File: src/rtl/acq_pkg.sv
`timescale 1ns/1ps
package acq_pkg;
  typedef enum logic [1:0] {
    ST_IDLE   = 2'd0,
    ST_SWEEP  = 2'd1,
    ST_PULLIN = 2'd2,
    ST_TRACK  = 2'd3
  } acq_state_e;
endpackage

File: src/rtl/acq_lock_detect.sv
`timescale 1ns/1ps
module acq_lock_detect #(
  parameter int DW  = 12,
  parameter int WCW = 8,
  parameter int RCW = 4,
  parameter int AW  = 22
) (
  input  logic                  clk,
  input  logic                  rst_n,
  input  logic                  clr,
  input  logic                  vld,
  input  logic signed [DW-1:0]  smp_i,
  input  logic signed [DW-1:0]  smp_q,
  input  logic [WCW-1:0]        cfg_win,
  input  logic [RCW-1:0]        cfg_confirm,
  input  logic signed [AW-1:0]  lock_thr,
  input  logic signed [AW-1:0]  unlock_thr,
  output logic                  lock_cfm,
  output logic                  loss_cfm
);
  localparam int CW = DW + 2;

  // |a| - |b| with room for the most negative input
  function automatic logic signed [CW-1:0] mag_gap(input logic signed [DW-1:0] a,
                                                   input logic signed [DW-1:0] b);
    logic signed [CW-1:0] ma, mb;
    ma = CW'(a);
    mb = CW'(b);
    if (ma < 0) ma = -ma;
    if (mb < 0) mb = -mb;
    return ma - mb;
  endfunction

  // consecutive-window counter, saturating
  function automatic logic [RCW-1:0] run_next(input logic [RCW-1:0] r, input logic hit);
    if (!hit) return '0;
    if (&r) return r;
    return r + 1'b1;
  endfunction

  logic signed [AW-1:0] acc, gap_x, sum;
  logic [WCW-1:0]       wcnt, win_m1;
  logic [RCW-1:0]       hi_run, lo_run, conf_m1;
  logic                 win_end, hi_hit, lo_hit;

  assign gap_x   = AW'(mag_gap(smp_i, smp_q));
  assign sum     = acc + gap_x;
  assign win_m1  = (cfg_win == '0) ? '0 : cfg_win - 1'b1;
  assign conf_m1 = (cfg_confirm == '0) ? '0 : cfg_confirm - 1'b1;
  assign win_end = vld && (wcnt >= win_m1);
  assign hi_hit  = sum > lock_thr;
  assign lo_hit  = sum < unlock_thr;

  assign lock_cfm = win_end && hi_hit && (hi_run >= conf_m1);
  assign loss_cfm = win_end && lo_hit && (lo_run >= conf_m1);

  always_ff @(posedge clk or negedge rst_n) begin
    if (!rst_n) begin
      acc    <= '0;
      wcnt   <= '0;
      hi_run <= '0;
      lo_run <= '0;
    end else if (clr) begin
      acc    <= '0;
      wcnt   <= '0;
      hi_run <= '0;
      lo_run <= '0;
    end else if (vld) begin
      if (win_end) begin
        acc    <= '0;
        wcnt   <= '0;
        hi_run <= run_next(hi_run, hi_hit);
        lo_run <= run_next(lo_run, lo_hit);
      end else begin
        acc  <= sum;
        wcnt <= wcnt + 1'b1;
      end
    end
  end
endmodule

File: src/rtl/acq_sweep_gen.sv
`timescale 1ns/1ps
module acq_sweep_gen #(
  parameter int FW       = 16,
  parameter int ICW      = 10,
  parameter int MAX_STEP = 256
) (
  input  logic                 clk,
  input  logic                 rst_n,
  input  logic                 restart,
  input  logic                 run,
  input  logic                 vld,
  input  logic [FW-2:0]        cfg_range,
  input  logic [FW-2:0]        cfg_step,
  input  logic [ICW-1:0]       cfg_interval,
  output logic signed [FW-1:0] ofs
);
  localparam int XW = FW + 2;
  localparam logic [FW-2:0] STEP_CAP = (FW-1)'(MAX_STEP);

  // one triangular step: returns {direction_up, new_offset}
  function automatic logic [FW:0] tri_next(input logic signed [FW-1:0] cur,
                                           input logic up,
                                           input logic [FW-2:0] stp,
                                           input logic [FW-2:0] rng);
    logic signed [XW-1:0] c, s, r, t;
    logic u;
    c = XW'(cur);
    s = $signed({3'b000, stp});
    r = $signed({3'b000, rng});
    u = up;
    if (up) begin
      t = c + s;
      if (t >= r) begin
        t = r;
        u = 1'b0;
      end
    end else begin
      t = c - s;
      if (t <= -r) begin
        t = -r;
        u = 1'b1;
      end
    end
    return {u, t[FW-1:0]};
  endfunction

  function automatic logic in_span(input logic signed [FW-1:0] o, input logic [FW-2:0] rng);
    logic signed [XW-1:0] ox, rx;
    ox = XW'(o);
    rx = $signed({3'b000, rng});
    return (ox <= rx) && (ox >= -rx);
  endfunction

  function automatic logic step_ok(input logic signed [FW-1:0] a, input logic signed [FW-1:0] b);
    logic signed [XW-1:0] d;
    d = XW'(a) - XW'(b);
    if (d < 0) d = -d;
    return d <= $signed({3'b000, STEP_CAP});
  endfunction

  logic            up;
  logic [ICW-1:0]  iv, iv_m1;
  logic [FW-2:0]   stp_eff;
  logic [FW:0]     nxt;
  logic            in_rng;

  assign stp_eff = (cfg_step > STEP_CAP) ? STEP_CAP : cfg_step;
  assign iv_m1   = (cfg_interval == '0) ? '0 : cfg_interval - 1'b1;
  assign nxt     = tri_next(ofs, up, stp_eff, cfg_range);
  assign in_rng  = in_span(ofs, cfg_range);

  always_ff @(posedge clk or negedge rst_n) begin
    if (!rst_n) begin
      ofs <= '0;
      up  <= 1'b1;
      iv  <= '0;
    end else if (restart) begin
      ofs <= '0;
      up  <= 1'b1;
      iv  <= '0;
    end else if (!run) begin
      iv <= '0;
    end else if (vld) begin
      if (iv >= iv_m1) begin
        iv  <= '0;
        up  <= nxt[FW];
        ofs <= nxt[FW-1:0];
      end else begin
        iv <= iv + 1'b1;
      end
    end
  end


  ofs_rate_chk: assert property (@(posedge clk) disable iff (!rst_n)
    (!restart && !$past(restart) && $past(in_rng)) |-> step_ok(ofs, $past(ofs)))
    else $error("offset moved by more than the step cap");


  ofs_bound_chk: assert property (@(posedge clk) disable iff (!rst_n)
    ($past(in_rng) && $stable(cfg_range)) |-> in_rng)
    else $error("offset left the sweep span");
endmodule

File: src/rtl/acq_fsm.sv
`timescale 1ns/1ps
module acq_fsm #(
  parameter int PCW = 12
) (
  input  logic           clk,
  input  logic           rst_n,
  input  logic           en,
  input  logic           vld,
  input  logic           lock_cfm,
  input  logic           loss_cfm,
  input  logic [PCW-1:0] cfg_pullin,
  output logic           sweep_run,
  output logic           sweep_restart,
  output logic           det_clr,
  output logic           gain_narrow,
  output logic           locked
);
  import acq_pkg::*;

  acq_state_e     st_q, st_n;
  logic [PCW-1:0] pcnt, p_m1;
  logic           pull_done;

  assign p_m1      = (cfg_pullin == '0) ? '0 : cfg_pullin - 1'b1;
  assign pull_done = pcnt >= p_m1;

  always_comb begin
    st_n = st_q;
    if (vld) begin
      if (!en) begin
        st_n = ST_IDLE;
      end else begin
        case (st_q)
          ST_IDLE:   st_n = ST_SWEEP;
          ST_SWEEP:  if (lock_cfm) st_n = ST_PULLIN;
          ST_PULLIN: begin
            if (loss_cfm)       st_n = ST_SWEEP;
            else if (pull_done) st_n = ST_TRACK;
          end
          ST_TRACK:  if (loss_cfm) st_n = ST_SWEEP;
          default:   st_n = ST_IDLE;
        endcase
      end
    end
  end

  always_ff @(posedge clk or negedge rst_n) begin
    if (!rst_n) begin
      st_q <= ST_IDLE;
      pcnt <= '0;
    end else begin
      st_q <= st_n;
      if (st_q != ST_PULLIN) pcnt <= '0;
      else if (vld)          pcnt <= pcnt + 1'b1;
    end
  end

  assign sweep_run     = (st_q == ST_SWEEP);
  assign sweep_restart = (st_q == ST_IDLE);
  assign det_clr       = (st_n != st_q) || (st_q == ST_IDLE);
  assign gain_narrow   = (st_q == ST_TRACK);
  assign locked        = (st_q == ST_PULLIN) || (st_q == ST_TRACK);


  gain_on_sample_chk: assert property (@(posedge clk) disable iff (!rst_n)
    (gain_narrow != $past(gain_narrow)) |-> $past(vld))
    else $error("gain select changed between samples");


  lock_entry_chk: assert property (@(posedge clk) disable iff (!rst_n)
    $rose(locked) |-> ($past(st_q) == ST_SWEEP))
    else $error("lock declared outside the sweep");


  narrow_entry_chk: assert property (@(posedge clk) disable iff (!rst_n)
    $rose(gain_narrow) |-> ($past(st_q) == ST_PULLIN))
    else $error("tracking gains selected without pull-in");
endmodule

File: src/rtl/acq_sweep_ctrl.sv
`timescale 1ns/1ps
module acq_sweep_ctrl #(
  parameter int DW       = 12,
  parameter int FW       = 16,
  parameter int ICW      = 10,
  parameter int WCW      = 8,
  parameter int RCW      = 4,
  parameter int PCW      = 12,
  parameter int MAX_STEP = 256,
  localparam int AW      = DW + 2 + WCW
) (
  input  logic                 clk,
  input  logic                 rst_n,
  input  logic                 acq_en,
  input  logic                 smp_vld,
  input  logic signed [DW-1:0] smp_i,
  input  logic signed [DW-1:0] smp_q,
  input  logic [FW-2:0]        cfg_range,
  input  logic [FW-2:0]        cfg_step,
  input  logic [ICW-1:0]       cfg_interval,
  input  logic [WCW-1:0]       cfg_win,
  input  logic [RCW-1:0]       cfg_confirm,
  input  logic signed [AW-1:0] cfg_lock_thr,
  input  logic signed [AW-1:0] cfg_unlock_thr,
  input  logic [PCW-1:0]       cfg_pullin,
  output logic signed [FW-1:0] freq_ofs,
  output logic                 gain_narrow,
  output logic                 locked
);
  logic lock_cfm, loss_cfm;
  logic sweep_run, sweep_restart, det_clr;

  acq_lock_detect #(.DW(DW), .WCW(WCW), .RCW(RCW), .AW(AW)) u_det (
    .clk        (clk),
    .rst_n      (rst_n),
    .clr        (det_clr),
    .vld        (smp_vld),
    .smp_i      (smp_i),
    .smp_q      (smp_q),
    .cfg_win    (cfg_win),
    .cfg_confirm(cfg_confirm),
    .lock_thr   (cfg_lock_thr),
    .unlock_thr (cfg_unlock_thr),
    .lock_cfm   (lock_cfm),
    .loss_cfm   (loss_cfm)
  );

  acq_sweep_gen #(.FW(FW), .ICW(ICW), .MAX_STEP(MAX_STEP)) u_swp (
    .clk         (clk),
    .rst_n       (rst_n),
    .restart     (sweep_restart),
    .run         (sweep_run),
    .vld         (smp_vld),
    .cfg_range   (cfg_range),
    .cfg_step    (cfg_step),
    .cfg_interval(cfg_interval),
    .ofs         (freq_ofs)
  );

  acq_fsm #(.PCW(PCW)) u_fsm (
    .clk          (clk),
    .rst_n        (rst_n),
    .en           (acq_en),
    .vld          (smp_vld),
    .lock_cfm     (lock_cfm),
    .loss_cfm     (loss_cfm),
    .cfg_pullin   (cfg_pullin),
    .sweep_run    (sweep_run),
    .sweep_restart(sweep_restart),
    .det_clr      (det_clr),
    .gain_narrow  (gain_narrow),
    .locked       (locked)
  );


  ofs_hold_chk: assert property (@(posedge clk) disable iff (!rst_n)
    (gain_narrow && $past(gain_narrow)) |-> $stable(freq_ofs))
    else $error("offset moved while tracking");
endmodule

File: config.mk
export PLATFORM = sky130hd
export DESIGN_NAME = acq_sweep_ctrl
export DESIGN_NICKNAME = d
export VERILOG_FILES = /design/src/rtl/acq_pkg.sv /design/src/rtl/acq_lock_detect.sv /design/src/rtl/acq_sweep_gen.sv /design/src/rtl/acq_fsm.sv /design/src/rtl/acq_sweep_ctrl.sv
export SDC_FILE = /design/constraint.sdc
export NUM_CORES = 1
export LEC_CHECK = 0
export ABC_AREA = 1
export BUFFER_PORTS_ARGS = -buffer_cell sky130_fd_sc_hd__buf_2
export CORE_MARGIN = 2
export CORE_UTILIZATION = 55
export CTS_BUF_LIST = sky130_fd_sc_hd__clkbuf_8 sky130_fd_sc_hd__clkbuf_16
export CTS_CLUSTER_SIZE = 24
export DETAILED_ROUTE_END_ITERATION = 12
export GPL_TIMING_DRIVEN = 0
export PLACE_DENSITY = 0.8
export SETUP_SLACK_MARGIN = 0.05
export SLEW_MARGIN = 40
export SYNTH_ARGS = -nofsm -noshare
export SYNTH_HDL_FRONTEND = slang
export SYNTH_SLANG_ARGS = --single-unit
File: constraint.sdc
create_clock -name clk -period 4 [get_ports clk]
set_input_delay 1 -clock clk [delete_from_list [all_inputs] [get_ports clk]]
set_output_delay 1 -clock clk [all_outputs]
set_load 0.005 [all_outputs]
==> run metrics <==
Core Region=20900 µm²; Tcrit/Tclk final=165%; area fraction of the dominant cell type after synthesis=20.4%; fmax=152 MHz; antenna cells=0; vias in the first global route=12800; CP required=4300 ps; CP Buf/Inv Count=7; commonest cells in the netlist=nand2_1, inv_1, ha_1; Seq/Total Area, Yosys=17.0%; Seq cells post-synth=79; CTS clk-pin slew, worst paths=70 ps; maximum vdd drop=0.336 mV; clock root buffer=clkbuf_16; vias per inst=5.78; die area=22400 µm²; final WL=40200 µm; Least-Margin Pin Slew=823 ps; layout net count=2420; I/O pin cnt=154; row cnt=53; ys flop type=dfrtp_1; CP Launch Type=input pin; CP top delay family=simple AND/OR/NAND/NOR gates; CP peak stage delay=330 ps; syn avg cell area=6.45 µm²; TritonCTS clock tree=done; Synth area leader=ha_1; post-layout min period=6590 ps; CP Capture Type=flop; Final Hold Fails=0; Max-Cap Viols=0; R2R cell count=27; Final Skew=14.5 ps; r2r startpoint=u_det.acc[2]$_DFFE_PN0P_; status=finished, violations left; Die Wd=150 µm; crit path DAT=6880 ps; layout cells sized above 1=28.5%; endpoints failing setup=57; relative max-transition margin=45.1%; Net Switching=2.85 mW; chip height=150 µm; gr ovfl total=0; DR iter-0 viols=1098; reg2reg setup slack=-390 ps; largest family of logic cells by synthesized area=simple AND/OR/NAND/NOR gates; vias=13700; Total GRT Usage=31.8%; total power=5.80 mW; critical path type=in2reg; Post-synth EDFFs=0; Slew Viols, Final=0; initial antenna violation count=0; clock buffer depth=2; DRC=0; HPWL reported at the end of detailed placement=25100 µm; violated checks=setup timing; first-pass GRT wire length=58000 µm; pin count of the biggest net entering global routing=42; multiplexer area fraction after synthesis=0%; drt first pass iters=9; synth warn=0; Yosys cell types=55; Avg WL per Cell=17.0 µm; Synth Instances=1808; Adder-Cell Fraction of Synth Area=21.1%; Util after Layout=75.9%; Worst Hold Endpoint=u_det.acc[8]$_DFFE_PN0P_; GPL Wtd Cong=0.953; post-synthesis compound-gate area fraction=11.9%; HP Class=reg2reg; CP max FO=5; Area contributors post-synth=ha_1, dfrtp_1, nand2_1; Clock Power Share=15.1%; H-tree depth=3; Hold Startpoint=u_det.acc[8]$_DFFE_PN0P_; Reg-to-Reg End=u_det.acc[17]$_DFFE_PN0P_; DRT antenna net count=0; Initial Util=55.8%; ys async rst share=100%; WHS Path Cells=2; Comb power frac=68.8%; LEAKAGE=8.61 nW; area delta synth->final=35.9%; P_int=2.95 mW; RSZ-0062 raised after global routing=true; final worst setup slack=-2590 ps; clock insertion delay at the later pin of the skew report=360 ps; CTS Buf Count=9; PD cells=366 nW/µm²; critical path's slowest cell=ha_1; CTS Sinks=79; Net Sw Frac=49.2%; simple-gate share of the synthesized area=30.8%; IO buf count=153; Post-Synth XOR/XNOR Area=7.88%; Seq pwr share=16.2%; top-count cell post-synth=nand2_1; Mapped Area=11700 µm²
[placed cells by master, fill, tap and decap left out, drive strengths merged, types with 49 or more instances in the layout]
master  instances
nand4          49
nand2         434
a21oi         110
nor2          189
xor2           77
buf           275
nand3         117
dfrtp          78
inv           309
o21ai          77
ha            190
[flip-flops by register name, indices dropped and copies added (netlist names)]
register      flops
u_det.lo_run      4
u_swp.up          1
u_fsm.pcnt       12
u_det.hi_run      4
u_det.acc        22
u_swp.iv         10
u_swp.ofs        16
u_det.wcnt        8
u_fsm.st_q        2
[power groups by stage]
stage          Clock [mW]  Sequential [mW]  Combinational [mW]
2_1_floorplan           0            0.926                2.26
3_3_place_gp            0            0.941                2.84
3_5_place_dp            0            0.942                2.97
4_1_cts             0.858            0.929                3.44
5_1_grt             0.901            0.946                4.41
6_report            0.874            0.938                3.99
[repair_timing]
action | CTS | global route
setup buffers | 66 | 34
cloned | 8 | 0
hold buffers | 0 | 0
endpoints found under the setup margin | 57 | 59
pin swaps | 116 | 136
gates resized for setup | 199 | 178
[tightest hold or removal path: cells and delay by family (launching register included)]
family,cells,cell delay [ps]
flip-flops,1,350
AND/OR/NAND/NOR,2,110
[stage by stage]
stage	hold WS, ps	instances	TNS (ps)	instance area [µm²]	setup slack (ps)
floorplan	440	1820	-86660	12000	-2050
global placement	461	2248	-137480	13100	-2970
detailed placement	469	2249	-143590	13100	-3100
CTS	496	2338	-98490	14800	-2250
global route	507	2369	-136490	15900	-2980
finish	493	2369	-119010	15900	-2590
[cell type report]
cell class                      count  area (µm²)
Timing Repair Buffer              260        1800
Tap cell                          275         344
Sequential cell                    79        1980
Clock inverter                      6        62.6
Fill cell                        1474        5040
Multi-Input combinational cell   1401       10000
Inverter                          311        1230
Clock buffer                        9         225
Buffer                             28         183
[per-layer routing]
layer  wire [µm]  part of all wire, %  up-vias  GRT usage, %
met5          36                0.090        -             0
met4        2740                  6.8        2          16.3
met3        3300                  8.2      274          5.12
met2       19400                   48      791          55.6
met1       14700                   37     6202          37.5
li1            -                    -     6430             -
[cell families (layout without fill, tap and decap cells)]
group / Yosys count / count (layout)
AOI/OAI and AO/OA: 246 / 246
xor gates and xnor gates: 105 / 105
adders and majority gates: 194 / 194
buffers and inverters: 341 / 614
DFF: 79 / 79
other: 2 / 14
and+or+nand+nor: 841 / 842
[worst max-delay path by stage]
stage / to / cells past startpoint / slack [ps] / from
final: u_det.acc[17]$_DFFE_PN0P_ / 49 / -2590 / smp_q[0]
after global routing: u_det.hi_run[1]$_DFFE_PN0P_ / 41 / -2980 / smp_q[0]
after CTS: u_det.hi_run[1]$_DFFE_PN0P_ / 46 / -2250 / smp_q[0]
after detailed placement: u_det.acc[11]$_DFFE_PN0P_ / 42 / -3100 / smp_i[1]
after global placement: u_det.acc[6]$_DFFE_PN0P_ / 42 / -2970 / smp_i[1]
after floorplan: u_det.acc[13]$_DFFE_PN0P_ / 44 / -2050 / smp_i[1]
No activity file was read; power rests on OpenSTA's default activity.
